$ cat src/rtl/tx_seq_pkg.sv
package tx_seq_pkg;
    localparam int LEN_W = 11;

    typedef enum logic [3:0] {
        S_IDLE,
        S_DELAY,
        S_HDR_REQ,
        S_HDR_CAP,
        S_CTL_REQ,
        S_CTL_CAP,
        S_RESOLVE,
        S_WB_LO,
        S_WB_HI
    } seq_state_t;

    localparam logic [15:0] ST_BASE    = 16'h0001;
    localparam logic [15:0] ST_BCAST   = 16'h0040;
    localparam logic [15:0] ST_SQE     = 16'h0020;
    localparam logic [15:0] ST_NOCARR  = 16'h0400;

    localparam int          CTL_NOCARR_BIT = 10;
    localparam int          CTL_SQE_BIT    = 12;
    localparam logic [15:0] CTL_LOOP_MASK  = 16'h2802;
    localparam int          ODD_FLAG_BIT   = 5;
endpackage

$ cat src/rtl/tx_pkt_queue.sv
module tx_pkt_queue #(
    parameter int W     = 4,
    parameter int DEPTH = 4
) (
    input  logic         clk,
    input  logic         rst_n,
    input  logic         push,
    input  logic [W-1:0] din,
    input  logic         pop,
    output logic [W-1:0] head,
    output logic         empty
);
    localparam int PW = (DEPTH > 1) ? $clog2(DEPTH) : 1;

    logic [W-1:0] slot [DEPTH];
    logic [PW-1:0] wp, rp;
    logic [PW:0]   cnt;
    logic          do_push, do_pop;

    assign empty   = (cnt == '0);
    assign do_pop  = pop && !empty;
    assign do_push = push && (cnt != (PW+1)'(DEPTH));
    assign head    = slot[rp];

    always_ff @(posedge clk) begin
        if (!rst_n) begin
            wp  <= '0;
            rp  <= '0;
            cnt <= '0;
        end else begin
            if (do_push) begin
                slot[wp] <= din;
                wp <= (wp == PW'(DEPTH - 1)) ? '0 : wp + 1'b1;
            end
            if (do_pop)
                rp <= (rp == PW'(DEPTH - 1)) ? '0 : rp + 1'b1;
            cnt <= cnt + (PW+1)'(do_push) - (PW+1)'(do_pop);
        end
    end

    p_no_underflow_r10: assert property (@(posedge clk) disable iff (!rst_n)
        pop |-> !empty);
endmodule

$ cat src/rtl/tx_delay_timer.sv
module tx_delay_timer #(
    parameter int CYCLES = 1000
) (
    input  logic clk,
    input  logic rst_n,
    input  logic start,
    output logic expired
);
    localparam int CW = $clog2(CYCLES + 1);

    logic [CW-1:0] cnt_q;

    assign expired = (cnt_q == '0);

    always_ff @(posedge clk) begin
        if (!rst_n)
            cnt_q <= '0;
        else if (start)
            cnt_q <= CW'(CYCLES);
        else if (cnt_q != '0)
            cnt_q <= cnt_q - 1'b1;
    end
endmodule

$ cat src/rtl/tx_status_seq.sv
module tx_status_seq
    import tx_seq_pkg::*;
#(
    parameter int PNUM_W    = 4,
    parameter int QDEPTH    = 4,
    parameter int BUF_BYTES = 2048,
    parameter int CLK_MHZ   = 100,
    parameter int DELAY_US  = 10
) (
    input  logic                         clk,
    input  logic                         rst_n,
    input  logic                         enq_valid,
    input  logic [PNUM_W-1:0]            enq_pkt,
    input  logic                         link_up,
    input  logic [15:0]                  tx_ctrl,
    output logic [PNUM_W+$clog2(BUF_BYTES)-1:0] mem_addr,
    output logic                         mem_rd,
    output logic                         mem_wr,
    output logic [7:0]                   mem_wdata,
    input  logic [7:0]                   mem_rdata,
    output logic                         send_valid,
    output logic [PNUM_W-1:0]            send_pkt,
    output logic [10:0]                  send_len,
    output logic                         loop_valid,
    output logic                         txen_clear,
    output logic                         fifo_flush,
    output logic                         ev_phy,
    output logic                         ev_tx_done,
    output logic [15:0]                  status_word,
    output logic                         busy
);
    localparam int OFF_W        = $clog2(BUF_BYTES);
    localparam int DELAY_CYCLES = DELAY_US * CLK_MHZ;
    localparam int SW           = $clog2(DELAY_CYCLES + 1);

    seq_state_t state_q, state_d;

    logic [PNUM_W-1:0] q_head, pkt_q;
    logic              q_empty, q_pop, tmr_start, tmr_expired;
    logic [2:0]        idx_q;
    logic [LEN_W-1:0]  len_q, trim;
    logic [7:0]        ctl_byte_q;
    logic              bc_q, fail_q, long_frame;
    logic [15:0]       status_q, status_w;
    logic [OFF_W-1:0]  off;

    tx_pkt_queue #(.W(PNUM_W), .DEPTH(QDEPTH)) u_queue (
        .clk(clk), .rst_n(rst_n), .push(enq_valid), .din(enq_pkt),
        .pop(q_pop), .head(q_head), .empty(q_empty)
    );

    tx_delay_timer #(.CYCLES(DELAY_CYCLES)) u_timer (
        .clk(clk), .rst_n(rst_n), .start(tmr_start), .expired(tmr_expired)
    );

    assign long_frame  = (len_q > LEN_W'(4));
    assign trim        = ctl_byte_q[ODD_FLAG_BIT] ? LEN_W'(5) : LEN_W'(6);
    assign send_len    = (len_q > trim) ? (len_q - trim) : '0;
    assign send_pkt    = pkt_q;
    assign mem_addr    = {pkt_q, off};
    assign status_word = status_q;
    assign busy        = (state_q != S_IDLE);

    assign status_w = ST_BASE
                    | (bc_q ? ST_BCAST : 16'h0)
                    | ((fail_q && tx_ctrl[CTL_NOCARR_BIT]) ? ST_NOCARR : 16'h0)
                    | ((fail_q && tx_ctrl[CTL_SQE_BIT])    ? ST_SQE    : 16'h0);

    // state register
    always_ff @(posedge clk) begin
        if (!rst_n) state_q <= S_IDLE;
        else        state_q <= state_d;
    end

    // next state and outputs
    always_comb begin
        state_d    = state_q;
        mem_rd     = 1'b0;
        mem_wr     = 1'b0;
        mem_wdata  = 8'h00;
        off        = '0;
        send_valid = 1'b0;
        loop_valid = 1'b0;
        txen_clear = 1'b0;
        fifo_flush = 1'b0;
        ev_phy     = 1'b0;
        ev_tx_done = 1'b0;
        q_pop      = 1'b0;
        tmr_start  = 1'b0;
        unique case (state_q)
            S_IDLE: if (!q_empty) begin
                tmr_start = 1'b1;
                state_d   = S_DELAY;
            end
            S_DELAY: if (tmr_expired) state_d = S_HDR_REQ;
            S_HDR_REQ: begin
                mem_rd  = 1'b1;
                off     = OFF_W'(idx_q) + OFF_W'(2);
                state_d = S_HDR_CAP;
            end
            S_HDR_CAP: begin
                if (idx_q != 3'd7)            state_d = S_HDR_REQ;
                else if (long_frame && link_up) state_d = S_CTL_REQ;
                else                          state_d = S_RESOLVE;
            end
            S_CTL_REQ: begin
                mem_rd  = 1'b1;
                off     = OFF_W'(len_q - LEN_W'(1));
                state_d = S_CTL_CAP;
            end
            S_CTL_CAP: state_d = S_RESOLVE;
            S_RESOLVE: begin
                if (fail_q) begin
                    ev_phy     = 1'b1;
                    fifo_flush = 1'b1;
                    txen_clear = tx_ctrl[CTL_NOCARR_BIT] | tx_ctrl[CTL_SQE_BIT];
                end else if (long_frame) begin
                    send_valid = 1'b1;
                    loop_valid = |(tx_ctrl & CTL_LOOP_MASK);
                end
                state_d = S_WB_LO;
            end
            S_WB_LO: begin
                mem_wr    = 1'b1;
                off       = OFF_W'(0);
                mem_wdata = status_q[7:0];
                state_d   = S_WB_HI;
            end
            S_WB_HI: begin
                mem_wr     = 1'b1;
                off        = OFF_W'(1);
                mem_wdata  = status_q[15:8];
                ev_tx_done = !fail_q;
                q_pop      = 1'b1;
                state_d    = S_IDLE;
            end
            default: state_d = S_IDLE;
        endcase
    end

    // datapath registers
    always_ff @(posedge clk) begin
        if (!rst_n) begin
            pkt_q      <= '0;
            idx_q      <= '0;
            len_q      <= '0;
            ctl_byte_q <= '0;
            bc_q       <= 1'b1;
            fail_q     <= 1'b0;
            status_q   <= '0;
        end else begin
            unique case (state_q)
                S_IDLE: begin
                    pkt_q      <= q_head;
                    idx_q      <= '0;
                    bc_q       <= 1'b1;
                    ctl_byte_q <= '0;
                end
                S_HDR_CAP: begin
                    idx_q <= idx_q + 1'b1;
                    if (idx_q == 3'd0)      len_q[7:0]       <= mem_rdata;
                    else if (idx_q == 3'd1) len_q[LEN_W-1:8] <= mem_rdata[LEN_W-9:0];
                    else                    bc_q <= bc_q && (mem_rdata == 8'hFF);
                    if (idx_q == 3'd7) fail_q <= long_frame && !link_up;
                end
                S_CTL_CAP: ctl_byte_q <= mem_rdata;
                S_RESOLVE: status_q   <= status_w;
                default: ;
            endcase
        end
    end

    // cycles spent since leaving idle, for the delay check
    logic [SW-1:0] since_q;
    always_ff @(posedge clk) begin
        if (!rst_n || state_q == S_IDLE) since_q <= '0;
        else if (since_q != SW'(DELAY_CYCLES)) since_q <= since_q + 1'b1;
    end

    p_delay_r1: assert property (@(posedge clk) disable iff (!rst_n)
        mem_rd |-> (since_q == SW'(DELAY_CYCLES)));
    p_status_lsb_r2: assert property (@(posedge clk) disable iff (!rst_n)
        (mem_wr && off == '0) |-> mem_wdata[0]);
    p_clr_needs_fail_r3: assert property (@(posedge clk) disable iff (!rst_n)
        txen_clear |-> ev_phy);
    p_phy_flush_r5: assert property (@(posedge clk) disable iff (!rst_n)
        ev_phy |-> (fifo_flush && !send_valid));
    p_loop_with_send_r7: assert property (@(posedge clk) disable iff (!rst_n)
        loop_valid |-> send_valid);
    p_wb_pair_r8: assert property (@(posedge clk) disable iff (!rst_n)
        (mem_wr && off == '0) |=> (mem_wr && off == OFF_W'(1) && $stable(pkt_q)));
    p_done_on_wb_r8: assert property (@(posedge clk) disable iff (!rst_n)
        ev_tx_done |-> (mem_wr && off == OFF_W'(1) && !fail_q));
    p_no_rw_r10: assert property (@(posedge clk) disable iff (!rst_n)
        !(mem_rd && mem_wr));
endmodule

$ cat config.mk
export PLATFORM = sky130hd
export DESIGN_NAME = tx_status_seq
export DESIGN_NICKNAME = d
export VERILOG_FILES = /design/src/rtl/tx_seq_pkg.sv /design/src/rtl/tx_pkt_queue.sv /design/src/rtl/tx_delay_timer.sv /design/src/rtl/tx_status_seq.sv
export SDC_FILE = /design/constraint.sdc
export NUM_CORES = 1
export LEC_CHECK = 0
export BUFFER_PORTS_ARGS = -buffer_cell sky130_fd_sc_hd__clkbuf_2
export CAP_MARGIN = 20
export CORE_ASPECT_RATIO = 1.4
export CORE_MARGIN = 2
export CORE_UTILIZATION = 48
export CTS_BUF_LIST = sky130_fd_sc_hd__clkbuf_8 sky130_fd_sc_hd__clkbuf_16
export DETAILED_ROUTE_END_ITERATION = 6
export HOLD_SLACK_MARGIN = 0.15
export PLACE_DENSITY = 0.74
export SLEW_MARGIN = 20
export SYNTH_ARGS = -nofsm -noshare
export SYNTH_HDL_FRONTEND = slang
export SYNTH_SLANG_ARGS = --single-unit
$ cat constraint.sdc
create_clock -name clk -period 2.6 [get_ports clk]
set_input_delay 0.13 -clock clk [delete_from_list [all_inputs] [get_ports clk]]
set_output_delay 0.13 -clock clk [all_outputs]
set_load 0.02 [all_outputs]
### After elaboration in Yosys (flattened, before gate mapping)

Memory sizes are Yosys's and may differ from the RTL's. A register that Yosys moved wholly into a read port is not among the register bits.
Cells that the tools add are included.

| storage, ports and cells | value |
|---|---|
| register bits after elaboration | 59 |
| latch bits | 0 |
| bits in writable memories | 16 |
| memory bits (read-only) | 0 |
| bits of input ports | 32 |
| output and inout bits | 63 |
| logic and storage cells | 118 |
| memories | 1 |

Memory list:

| name | depth | width | read ports | clocked after memory_dff | wr ports | RTL line | RTL |
|---|---|---|---|---|---|---|---|
| u_queue.slot | 4 | 4 | 1 | 1 | 1 | tx_pkt_queue.sv:15 | `logic [W-1:0] slot [DEPTH];` |

| operators by class | value |
|---|---|
| add/subtract/negate cells | 9 |
| $mul | 0 |
| div/mod/pow operators | 0 |
| order comparisons | 2 |
| equality and inequality tests | 19 |
| shifts and indexed selects | 0 |
| multiplexer cells | 40 |
| bitwise operators | 5 |
| reduce and logical (&&, ||, !) cells | 29 |

Operators by type and width:

| cell | count |
|---|---|
| $pmux 11 s3 | 1 |
| $pmux 4 s8 | 1 |
| $mux 11 | 2 |
| $mux 1 | 21 |
| $mux 10 | 2 |
| $eq 4x3->1 const B | 4 |
| $pmux 8 s2 | 1 |
| $pmux 6 s2 | 1 |
| $gt 11x3->1 | 1 |
| $gt 11x3->1 const B | 1 |
| $or 11x6->11 | 1 |
| $or 7x11->11 | 1 |
| $sub 11x1->11 const B | 1 |
| $sub 11x3->11 | 1 |
| $logic_not 10->1 | 1 |
| $reduce_bool 10->1 | 1 |
| $sub 10x1->10 const B | 1 |
| $eq 4x2->1 const B | 2 |
| $eq 8x8->1 const B | 1 |
| $mux 2 | 4 |
| $mux 4 | 2 |
| $ne 2x2->1 const B | 4 |
| $logic_and 1x1->1 | 7 |
| $mux 7 | 1 |
| 26 further kinds | 41 |

### Logic depth before layout (Yosys ltp)

Gate-level depths: netlist of run 1.

| logic depth | value |
|---|---|
| word-level depth | 5 |
| gate-level depth with buffers | 12 |
| mapped depth without buffers | 10 |

### By module

A second synthesis of run 1 with hierarchy kept.

| unflattened totals | value |
|---|---|
| cell total of the unflattened synthesis | 404 |
| area, all modules | 3,796.1 um^2 |

Modules (own cells, without submodules):

| module | times used | cells an instance | area an instance (um^2) | sequential area each (um^2) |
|---|---|---|---|---|
| tx_status_seq | 1 | 275 | 2,220.9 | 580.6 |
| tx_pkt_queue | 1 | 72 | 1,057.3 | 660.6 |
| tx_delay_timer | 1 | 57 | 518.0 | 200.2 |

### Worst setup path after synthesis of run 1

Ideal clock, no wire load.

| path | value |
|---|---|
| path type | reg-to-reg |
| start point | register state_q[3] |
| end point | register u_queue.cnt[2] |
| library setup time | 0.128 ns |
| data arrival time | 2.504 ns |
| data required time | 2.472 ns |
| path slack | -0.032 ns |
| stages on the path, launching flop included | 13 |
| buffers on the path | 2 |
| clock period less this slack | 2.632 ns |
| cells stage by stage | dfxtp_1 -> clkbuf_1 -> or4b_1 -> clkbuf_1 -> nor2_1 -> ha_1 -> inv_1 -> ha_1 -> inv_1 -> fa_1 -> xor2_1 -> xnor2_1 -> nor2_1 |

| between the ends | value |
|---|---|
| cells in the longest elaborated chain, start to end | 4 |

Ends and longest elaborated chain:

| item | RTL line | RTL |
|---|---|---|
| start: declaration | tx_status_seq.sv:36 | `seq_state_t state_q, state_d;` |
| start signal: assignment | tx_status_seq.sv:72 | `else state_q <= state_d;` |
| $eq 4x4->1 | tx_status_seq.sv:90 | `unique case (state_q)` |
| $mux 1 | tx_status_seq.sv:90 |  |
| $logic_and 1x1->1 | tx_pkt_queue.sv:21 | `assign do_pop = pop && !empty;` |
| via u_queue.do_pop | tx_pkt_queue.sv:18 | `logic do_push, do_pop;` |
| $sub 3x1->3 | tx_pkt_queue.sv:37 | `cnt <= cnt + (PW+1)'(do_push) - (PW+1)'(do_pop);` |
| end signal: assignment | tx_pkt_queue.sv:37 |  |
| end: declaration | tx_pkt_queue.sv:17 | `logic [PW:0] cnt;` |

The timed path passes the listed nets, and every way through them passes these cells.
A chain may end at the register's enable or synchronous reset.

### Final worst setup path of run 1

| path | value |
|---|---|
| start point | register len_q[0] |
| end point | output send_len[10] |

| between the ends | value |
|---|---|
| cells in the longest elaborated chain, start to end | 2 |

Ends and longest elaborated chain:

| item | RTL line | RTL |
|---|---|---|
| start: declaration | tx_status_seq.sv:41 | `logic [LEN_W-1:0] len_q, trim;` |
| start signal: assignment | tx_status_seq.sv:161 | `if (idx_q == 3'd0) len_q[7:0] <= mem_rdata;` |
| start signal: indexed assignment | tx_status_seq.sv:162 | `else if (idx_q == 3'd1) len_q[LEN_W-1:8] <= mem_rdata[LEN_W-9:0];` |
| $sub 11x3->11 / $gt 11x3->1 (equally long branches) | tx_status_seq.sv:58 | `assign send_len = (len_q > trim) ? (len_q - trim) : '0;` |
| $mux 11 (*) | tx_status_seq.sv:58 |  |
| end: declaration | tx_status_seq.sv:23 | `output logic [10:0] send_len,` |

Every way passes the cells marked *; elsewhere a longest branch is shown, timed or not.

==> qor.txt, run 1 <==
Area leader, netlist - dfxtp_1
Predominant post-synthesis flop cell - dfxtp_1
Fin. Hold Viols - 0
GR Util All Layers - 19.77%
CP Capture Type - output port
Placed Instances - 550
Top post-synthesis cells by area - dfxtp_1, edfxtp_1, nor2_1
Layout Skew - 0.008558 ns
Required @ worst endpoint - 2.47 ns
WL final - 7.899 mm
Antenna Cells - 0
Final net count - 531
Die Area - 8141 µm²
Crit-path cells - inv_1, ha_1, fa_1, nor2b_1, nor4b_2, xnor2_1, nor2_1, clkbuf_2
Avg Synthesized Cell Area - 9.002 µm²
EDFF count, synth - 16
Largest stage delay, worst path - 0.40 ns
Final period util - 94.02%
WP data arrival - 2.31 ns
Cell count after synthesis - 396
Initial antenna violation count - 0
Core Area - 7268 µm²
Non-Filler Instances - 582
Number of top-level pins - 95
Clk buf depth - 2
Layout cells sized above 1 - 22.68%
First-pass GRT wire length - 12.72 mm
Maxcap violations - 0
Site Rows - 37
Initial Util - 49.04%
Crit Path Max Fanout - 5
Die Ht - 106.0 µm
Worst path bufs/invs - 2
Vias in the first global route - 2854
Drt drc - 0
Pwr dens - 793.3 nW/µm²
Placed wire-length estimate - 5.956 mm
Die W - 76.83 µm
# port buffers - 67
Max transition margin - 55.88%
CTS buffer count - 9
DRT Pass-1 Iters - 4
Antenna-violating nets left - 0
Count of different cell masters after synthesis - 59
FILL cells - 662
Synthesis Warnings - 0
Setup WS pre-CTS - 0.2462 ns
Via count - 3021
Clock sink count - 62
Fin Setup TNS - 0 ns
CTS Root Cell - clkbuf_8
Delay-heaviest family, CP - adder cells
Worst VDD drop - 0.3868 mV
Wire per inst - 13.57 µm
Yosys top cell area share - 25.83%
Vias per inst - 5.191
TritonCTS clock tree - done
Peak Freq - 409.1 MHz
Hold WC Path Type - input port to flip-flop
#FFs+latches synth - 62
Area growth syn-to-layout - 21.17%
Setup CP Type - flip-flop to output port
Drt initial violations - 107
Status - finished clean
Post CTS Setup Buffer Count - 0
Clock transition at path regs - 0.07 ns
H-tree levels - 3
Final global-route overflow total - 0
Worst-Margin Slew - 0.6611 ns
Post-layout min period - 2.445 ns
Clock latency on the worst-skew pair - 0.35 ns
Fin. max-slew vios - 0
Final GP Congestion - 0.8181
Async set or reset register ratio after synthesis - 0%
Post-synthesis sequential area ratio - 39.31%
Commonest non-fill, non-tap cell in the layout - clkbuf_2
Final Worst Setup Slack - 0.1554 ns
CP max stage cell - fa_1
Most frequent cells in the layout - clkbuf_2, nor2_1, dfxtp_1
RSZ-0062 raised after global routing - no
Largest net degree at the start of global routing - 21
Total leakage power - 1.931 nW
Setup violators final - 0
Crit path launch type - flip-flop
Mapped Area - 3565 µm²
[layer usage]
layer  part of all wire (%)  global-route usage, %  vias to the layer above
met5                      0                      0                        -
met3                    4.7                  4.839                       14
met2                     56                  37.97                       83
met1                     37                  19.46                     1401
met4                    2.2                  9.481                        0
li1                       -                      -                     1523
[through the flow]
| step | hold WS (ns) | utilization, % | instance area, µm² | power (mW) |
|---|---|---|---|---|
| final | 0.3562 | 59.43 | 4319 | 3.426 |
| after global routing | 0.3998 | 59.43 | 4319 | 3.640 |
| after CTS | 0.3661 | 59.43 | 4319 | 3.445 |
| after detailed placement | 0.3565 | 54.50 | 3961 | 2.590 |
| after global placement | 0.3487 | 54.50 | 3961 | 2.548 |
| after floorplan | 0.2289 | - | 3625 | 2.258 |
[timing repair]
item	4_1_cts	5_1_grt
resized for setup	0	0
endpoints found under the setup margin	0	0
endpoints found under the hold margin	31	0
hold buffers	16	0
[worst min-delay path, delay by kind of cell]
family	cells	cell delay (ns)
adder cells (fa/ha/maj)	1	0.15
AND/OR/NAND/NOR	1	0.11
AO/OA/AOI/OAI	1	0.21
buffers and inverters	1	0.08
[layout make-up]
class | count | area, µm² | area share, %
Multi-Input combinational cell | 292 | 1927 | 44.61
Sequential cell | 62 | 1401 | 32.44
Timing Repair Buffer | 98 | 608.1 | 14.08
Clock buffer | 9 | 123.9 | 2.868
Tap cell | 97 | 121.4 | 2.810
Clock inverter | 7 | 73.82 | 1.709
Inverter | 17 | 63.81 | 1.477
[synth_stat cells, drive strengths merged (4+ instances only)]
| cell | n |
|---|---|
| a21oi | 21 |
| inv | 17 |
| o21ai | 7 |
| xor2 | 9 |
| and3 | 6 |
| nand3b | 4 |
| nor4 | 7 |
| or4 | 5 |
| nor2b | 5 |
| edfxtp | 16 |
| xnor2 | 10 |
| nor3b | 5 |
| nand2 | 35 |
| and2 | 5 |
| nor2 | 59 |
| or3 | 4 |
| mux2i | 13 |
| buf | 24 |
| nand3 | 11 |
| ha | 17 |
| clkbuf | 16 |
| mux4 | 4 |
| dfxtp | 46 |
| nor3 | 8 |
[where the power goes]
| group | total (mW) | internal, mW | leakage, nW | switching (mW) |
|---|---|---|---|---|
| Combinational | 1.32 | 0.547 | 1.32 | 0.769 |
| Sequential | 1.28 | 1.14 | 0.521 | 0.145 |
| Clock | 0.831 | 0.443 | 0.0879 | 0.388 |
[flip-flops by register name (all words and copies together) (netlist names)]
signal         flops
bc_q               1
u_queue.rp         2
u_timer.cnt_q     10
u_queue.cnt        3
status_word        4
state_q            4
len_q             11
fail_q             1
send_pkt           4
u_queue.wp         2
u_queue.slot      16
ctl_byte_q         1
idx_q              3
[kinds of logic (layout without fill, tap and decap cells)]
| kind of cell | after synthesis | after routing | share of synthesized area [%] |
|---|---|---|---|
| compound gates | 51 | 51 | 9.020 |
| flops | 62 | 62 | 39.31 |
| buf+inv | 57 | 131 | 8.283 |
| mux | 18 | 18 | 6.493 |
| other cells | 1 | 16 | 0.1052 |
| fa+ha+maj | 19 | 19 | 7.090 |
| xor+xnor | 19 | 19 | 4.668 |
| simple gates | 169 | 169 | 25.03 |
[final timing paths]
path / startpoint / endpoint / slack [ns] / cells past startpoint
max reg2reg: state_q[0] / u_queue.cnt[2] / 0.23 / 10
min: enq_valid / u_queue.cnt[0] / 0.36 / 4
min reg2reg: send_pkt[3] / send_pkt[3] / 0.48 / 2
max: len_q[0] / send_len[10] / 0.16 / 8
(Power assumes the default switching activity.)
==> inputs of run 2 (changes only) <==
--- a/config.mk
+++ b/config.mk
@@ -9,11 +9,10 @@
 export CAP_MARGIN = 20
 export CORE_ASPECT_RATIO = 1.4
 export CORE_MARGIN = 2
-export CORE_UTILIZATION = 48
+export CORE_UTILIZATION = 39
 export CTS_BUF_LIST = sky130_fd_sc_hd__clkbuf_8 sky130_fd_sc_hd__clkbuf_16
 export DETAILED_ROUTE_END_ITERATION = 6
-export HOLD_SLACK_MARGIN = 0.15
-export PLACE_DENSITY = 0.74
+export PLACE_DENSITY = 0.61
 export SLEW_MARGIN = 20
 export SYNTH_ARGS = -nofsm -noshare
 export SYNTH_HDL_FRONTEND = slang
==> constraint.sdc (replaced) <==
create_clock -name clk -period 2.6 [get_ports clk]
set_input_delay 0.13 -clock clk [delete_from_list [all_inputs] [get_ports clk]]
set_output_delay 0.13 -clock clk [all_outputs]
set_load 0.1 [all_outputs]
==> qor.txt, run 2 (synthesized netlist as in run 1, its figures left out) <==
Status - finished clean
Fin. Hold Viols - 0
First-pass GRT wire length - 12.89 mm
Layout Skew - 0.01029 ns
Via count - 2949
Post-route cell area - 4389 µm²
Site Rows - 41
Layout cells sized above 1 - 26.98%
Worst-Margin Slew - 0.5748 ns
Vias in the first global route - 2742
# port buffers - 67
Required @ worst endpoint - 2.47 ns
Cell count of the worst reg-to-reg path - 10
Worst VDD drop - 0.6414 mV
Clk network pwr share - 23.7%
Hold Path Cell Cnt - 2
Crit Path Max Fanout - 7
Final period util - 96.67%
Min-Delay Endpoint - fail_q
CP Capture Type - output port
Maxcap violations - 0
Combinational share of power - 46.3%
WP data arrival - 2.38 ns
Placed Instances - 559
Number of top-level pins - 95
Antenna-violating nets left - 0
Antenna Cells - 0
DRT Pass-1 Iters - 4
Area growth syn-to-layout - 23.13%
Number of flip-flops under the largest register name - 16
Wire per inst - 13.40 µm
Drt drc - 0
Worst hold start - link_up
Sw frac - 44.69%
Post-layout min period - 2.513 ns
Setup WS pre-CTS - 0.1836 ns
Post CTS Setup Buffer Count - 0
Final net count - 514
FILL cells - 853
Fin. max-slew vios - 0
Crit path launch type - flip-flop
Final global-route overflow total - 0
Reg2reg start - state_q[0]
Placed wire-length estimate - 6.052 mm
Die Ht - 117.1 µm
Clk buf depth - 2
Vias per inst - 5.138
Pwr dens - 978.9 nW/µm²
RSZ-0062 raised after global routing - no
Hold WC Path Type - input port to flip-flop
Worst reg2reg setup slack - 0.19 ns
Area after DPL - 4110 µm²
Total leakage power - 1.942 nW
Clock sink count - 62
Final GP Congestion - 0.8950
Register with the most flip-flops - u_queue.slot
GR Util All Layers - 16.50%
Largest net degree at the start of global routing - 32
Fin Setup TNS - 0 ns
Non-Filler Instances - 574
H-tree levels - 3
CTS Root Cell - clkbuf_16
Sw Pwr - 1.920 mW
Drt initial violations - 81
Setup violators final - 0
Core Area - 8977 µm²
TritonCTS clock tree - done
Worst R2R End - u_queue.cnt[2]
Internal power - 2.376 mW
Biggest regs - u_queue.slot (16), len_q (11), u_timer.cnt_q (10)
Initial Util - 39.71%
WL final - 7.690 mm
Clock transition at path regs - 0.05 ns
CTS buffer count - 9
Commonest non-fill, non-tap cell in the layout - clkbuf_2
Die W - 84.80 µm
Setup CP Type - flip-flop to output port
Final Power - 4.297 mW
Die Area - 9932 µm²
Most frequent cells in the layout - clkbuf_2, nor2_1, dfxtp_1
Peak Freq - 397.9 MHz
Final Worst Setup Slack - 0.08671 ns
Clock latency on the worst-skew pair - 0.33 ns
Reg power frac - 29.9%
Max transition margin - 61.39%
Initial antenna violation count - 0
-- run 2: cell types whose count changed in the layout (fill, tap and decap cells not counted), sizes merged, moves of 2 or more --
cell / before / now
buf: 15 / 23
clkbuf: 76 / 68
clkinvlp: 4 / 0
dlygate4sd3: 16 / 0
inv: 18 / 20
-- run 2: per-stage QoR --
step                hold slack, ns  utilization [%]
floorplan                   0.2289                -
global placement            0.3513            45.78
detailed placement          0.3596            45.78
CTS                       0.009866            48.72
global route               0.02627            48.89
finish                     0.02060            48.89
-- run 2: worst max-delay path by stage --
stage | startpoint | end | slack, ns | cells past startpoint
2_1_floorplan | state_q[2] | loop_valid | -0.36 | 5
4_1_cts | len_q[0] | send_len[6] | 0.01 | 8
3_3_place_gp | state_q[0] | u_queue.cnt[2] | 0.25 | 10
3_5_place_dp | state_q[0] | u_queue.cnt[2] | 0.18 | 10
5_1_grt | len_q[1] | send_len[9] | 0.01 | 6
6_report | len_q[1] | send_len[9] | 0.09 | 6
-- run 2: power groups by stage --
stage	Clock, mW	Combinational (mW)	Sequential, mW
after CTS	1.05	2.01	1.28
after global routing	1.10	2.16	1.31
final	1.02	1.99	1.29
after detailed placement	0	2.00	1.30
after global placement	0	1.98	1.30
after floorplan	0	1.51	1.40
-- run 2: cell type report --
type,instances,area [µm²],share of cell area (%)
Multi-Input combinational cell,292,2012,45.84
Sequential cell,62,1401,31.93
Timing Repair Buffer,81,518.0,11.80
Clock buffer,10,239.0,5.445
Tap cell,107,133.9,3.050
Inverter,17,63.81,1.454
Clock inverter,5,21.27,0.4846
-- run 2: repair_timing --
| item | 4_1_cts | 5_1_grt |
|---|---|---|
| gates resized for setup | 1 | 6 |
| hold buffers | 0 | 0 |
| setup endpoints to repair | 8 | 11 |
| hold endpoints to repair | 0 | 0 |
-- run 2: layer usage --
layer  vias to the layer above  track usage [%]  wire length [µm]
li1                       1486                -                 -
met4                         0            9.947               331
met5                         -                0                 0
met2                        68            28.45              3905
met3                        23            3.927               275
met1                      1372            18.54              3178
-- run 2: critical path, cell delays in order, from the launching register on --
cell,delay (ns)
dfxtp_1,0.33
ha_1,0.32
nor2b_1,0.13
o21a_1,0.29
nor4_1,0.32
mux2_1,0.36
buf_2,0.30
==> inputs of run 3 (changes only) <==
--- a/config.mk
+++ b/config.mk
@@ -9,10 +9,10 @@
 export CAP_MARGIN = 20
 export CORE_ASPECT_RATIO = 1.4
 export CORE_MARGIN = 2
-export CORE_UTILIZATION = 39
+export CORE_UTILIZATION = 42
 export CTS_BUF_LIST = sky130_fd_sc_hd__clkbuf_8 sky130_fd_sc_hd__clkbuf_16
 export DETAILED_ROUTE_END_ITERATION = 6
-export PLACE_DENSITY = 0.61
+export PLACE_DENSITY = 0.63
 export SLEW_MARGIN = 20
 export SYNTH_ARGS = -nofsm -noshare
 export SYNTH_HDL_FRONTEND = slang
==> constraint.sdc (replaced) <==
create_clock -name clk -period 3.1 [get_ports clk]
set_input_delay 0.155 -clock clk [delete_from_list [all_inputs] [get_ports clk]]
set_output_delay 0.155 -clock clk [all_outputs]
set_load 0.1 [all_outputs]
==> qor.txt, run 3 (synthesized netlist as in run 1, its figures left out) <==
Status - finished clean
First-pass GRT wire length - 12.74 mm
Largest net degree at the start of global routing - 26
# port buffers - 67
Drt drc - 0
Post-route cell area - 4258 µm²
Crit path launch type - flip-flop
Setup CP Type - flip-flop to output port
DRT Pass-1 Iters - 4
Final core utilization - 51.94%
Vias in the first global route - 2795
Multi-input gate area - 1934 µm²
WL final - 7.739 mm
FILL cells - 805
Worst VDD drop - 0.5479 mV
Fin. max-slew vios - 0
Wire per inst - 13.70 µm
Clock transition at path regs - 0.05 ns
Clock sink count - 62
CP Capture Type - output port
Die W - 81.86 µm
Peak Freq - 358.1 MHz
Clk buf depth - 2
Die Ht - 113.0 µm
Layout Skew - 0.008254 ns
Register with the most flip-flops - u_queue.slot
Vias per inst - 5.202
Commonest non-fill, non-tap cell in the layout - clkbuf_2
Post CTS Setup Buffer Count - 0
Fin. Hold Viols - 0
Pwr dens - 871.6 nW/µm²
Core Area - 8198 µm²
Post-CTS sizing - 0
Final period util - 90.08%
Hold Path Cell Cnt - 2
Final Power - 3.711 mW
TritonCTS clock tree - done
Site Rows - 39
Hold WS - 0.05421 ns
Post-layout min period - 2.792 ns
Required @ worst endpoint - 2.94 ns
Final GP Congestion - 0.7868
Antenna-violating nets left - 0
Initial antenna violation count - 0
Hold Buf Count CTS - 0
Antenna Cells - 0
Number of top-level pins - 95
Max transition margin - 49.43%
Area after DPL - 3930 µm²
RSZ-0062 raised after global routing - no
Worst-Margin Slew - 0.7578 ns
Layout cells sized above 1 - 22.25%
Final global-route overflow total - 0
Initial Util - 43.48%
Setup violators final - 0
Fin Setup TNS - 0 ns
Die Area - 9251 µm²
Biggest regs - u_queue.slot (16), len_q (11), u_timer.cnt_q (10)
CTS Root Cell - clkbuf_16
WP data arrival - 2.64 ns
Register area - 1401 µm²
Most frequent cells in the layout - clkbuf_2, nor2_1, dfxtp_1
Placed wire-length estimate - 5.936 mm
GR Util All Layers - 17.77%
H-tree levels - 3
Crit Path Max Fanout - 5
Via count - 2939
Area growth syn-to-layout - 19.45%
Hold WC Path Type - input port to flip-flop
Clock latency on the worst-skew pair - 0.33 ns
CTS buffer count - 9
Total leakage power - 1.912 nW
Maxcap violations - 0
Number of flip-flops under the largest register name - 16
Drt initial violations - 132
Cell count of the worst reg-to-reg path - 10
Final net count - 509
## run 3: cell types whose count changed in the layout (fill, tap and decap cells not counted), moves of 3 or more
cell      previous run  this run
a21oi_1             18        21
buf_12               5         0
buf_2                3         0
buf_4               15         9
clkbuf_2            58        67
nor2_1              47        58
nor2_2              12         1
## run 3: metrics by stage
stage | setup WS, ns | std cells
floorplan | -0.3060 | 411
global placement | 0.5223 | 549
detailed placement | 0.4558 | 549
CTS | 0.3006 | 565
global route | 0.1585 | 565
finish | 0.3076 | 565
## run 3: power breakdown
group | total [mW] | internal [mW] | switching (mW)
combinational | 1.54 | 0.410 | 1.13
clock | 1.08 | 0.740 | 0.336
sequential | 1.10 | 0.955 | 0.144
total | 3.71 | 2.11 | 1.61
## run 3: final cells by class
class,count,share of cell area [%]
repair buffers,76,9.462
flip-flops and latches,62,32.91
inverters,17,1.499
well taps,102,2.997
multi-input cells,292,45.43
clock inverters,5,1.763
clock buffers,11,5.936
## run 3: path summary, 6_finish.rpt
check	to	startpoint	slack, ns
hold reg to reg	status_word[5]	status_word[5]	0.47
hold / removal	fail_q	link_up	0.05
setup reg to reg	u_queue.cnt[2]	state_q[0]	0.44
setup / recovery	send_len[6]	len_q[0]	0.31
## run 3: worst max-delay path: stages, from the launching register on
cell and delay, ns:
dfxtp_1 0.37, inv_1 0.08, ha_1 0.23, fa_1 0.40, nor2b_1 0.42, nor4_1 0.11, xnor2_1 0.15, nor2_1 0.09
clkbuf_2 0.46
## run 3: metal layers
layer,GRT usage (%),wire length (µm),up-vias
li1,-,-,1477
met1,18.49,3059,1390
met2,33.17,4235,62
met3,3.748,270,10
met4,7.556,173,0
met5,0,0,-
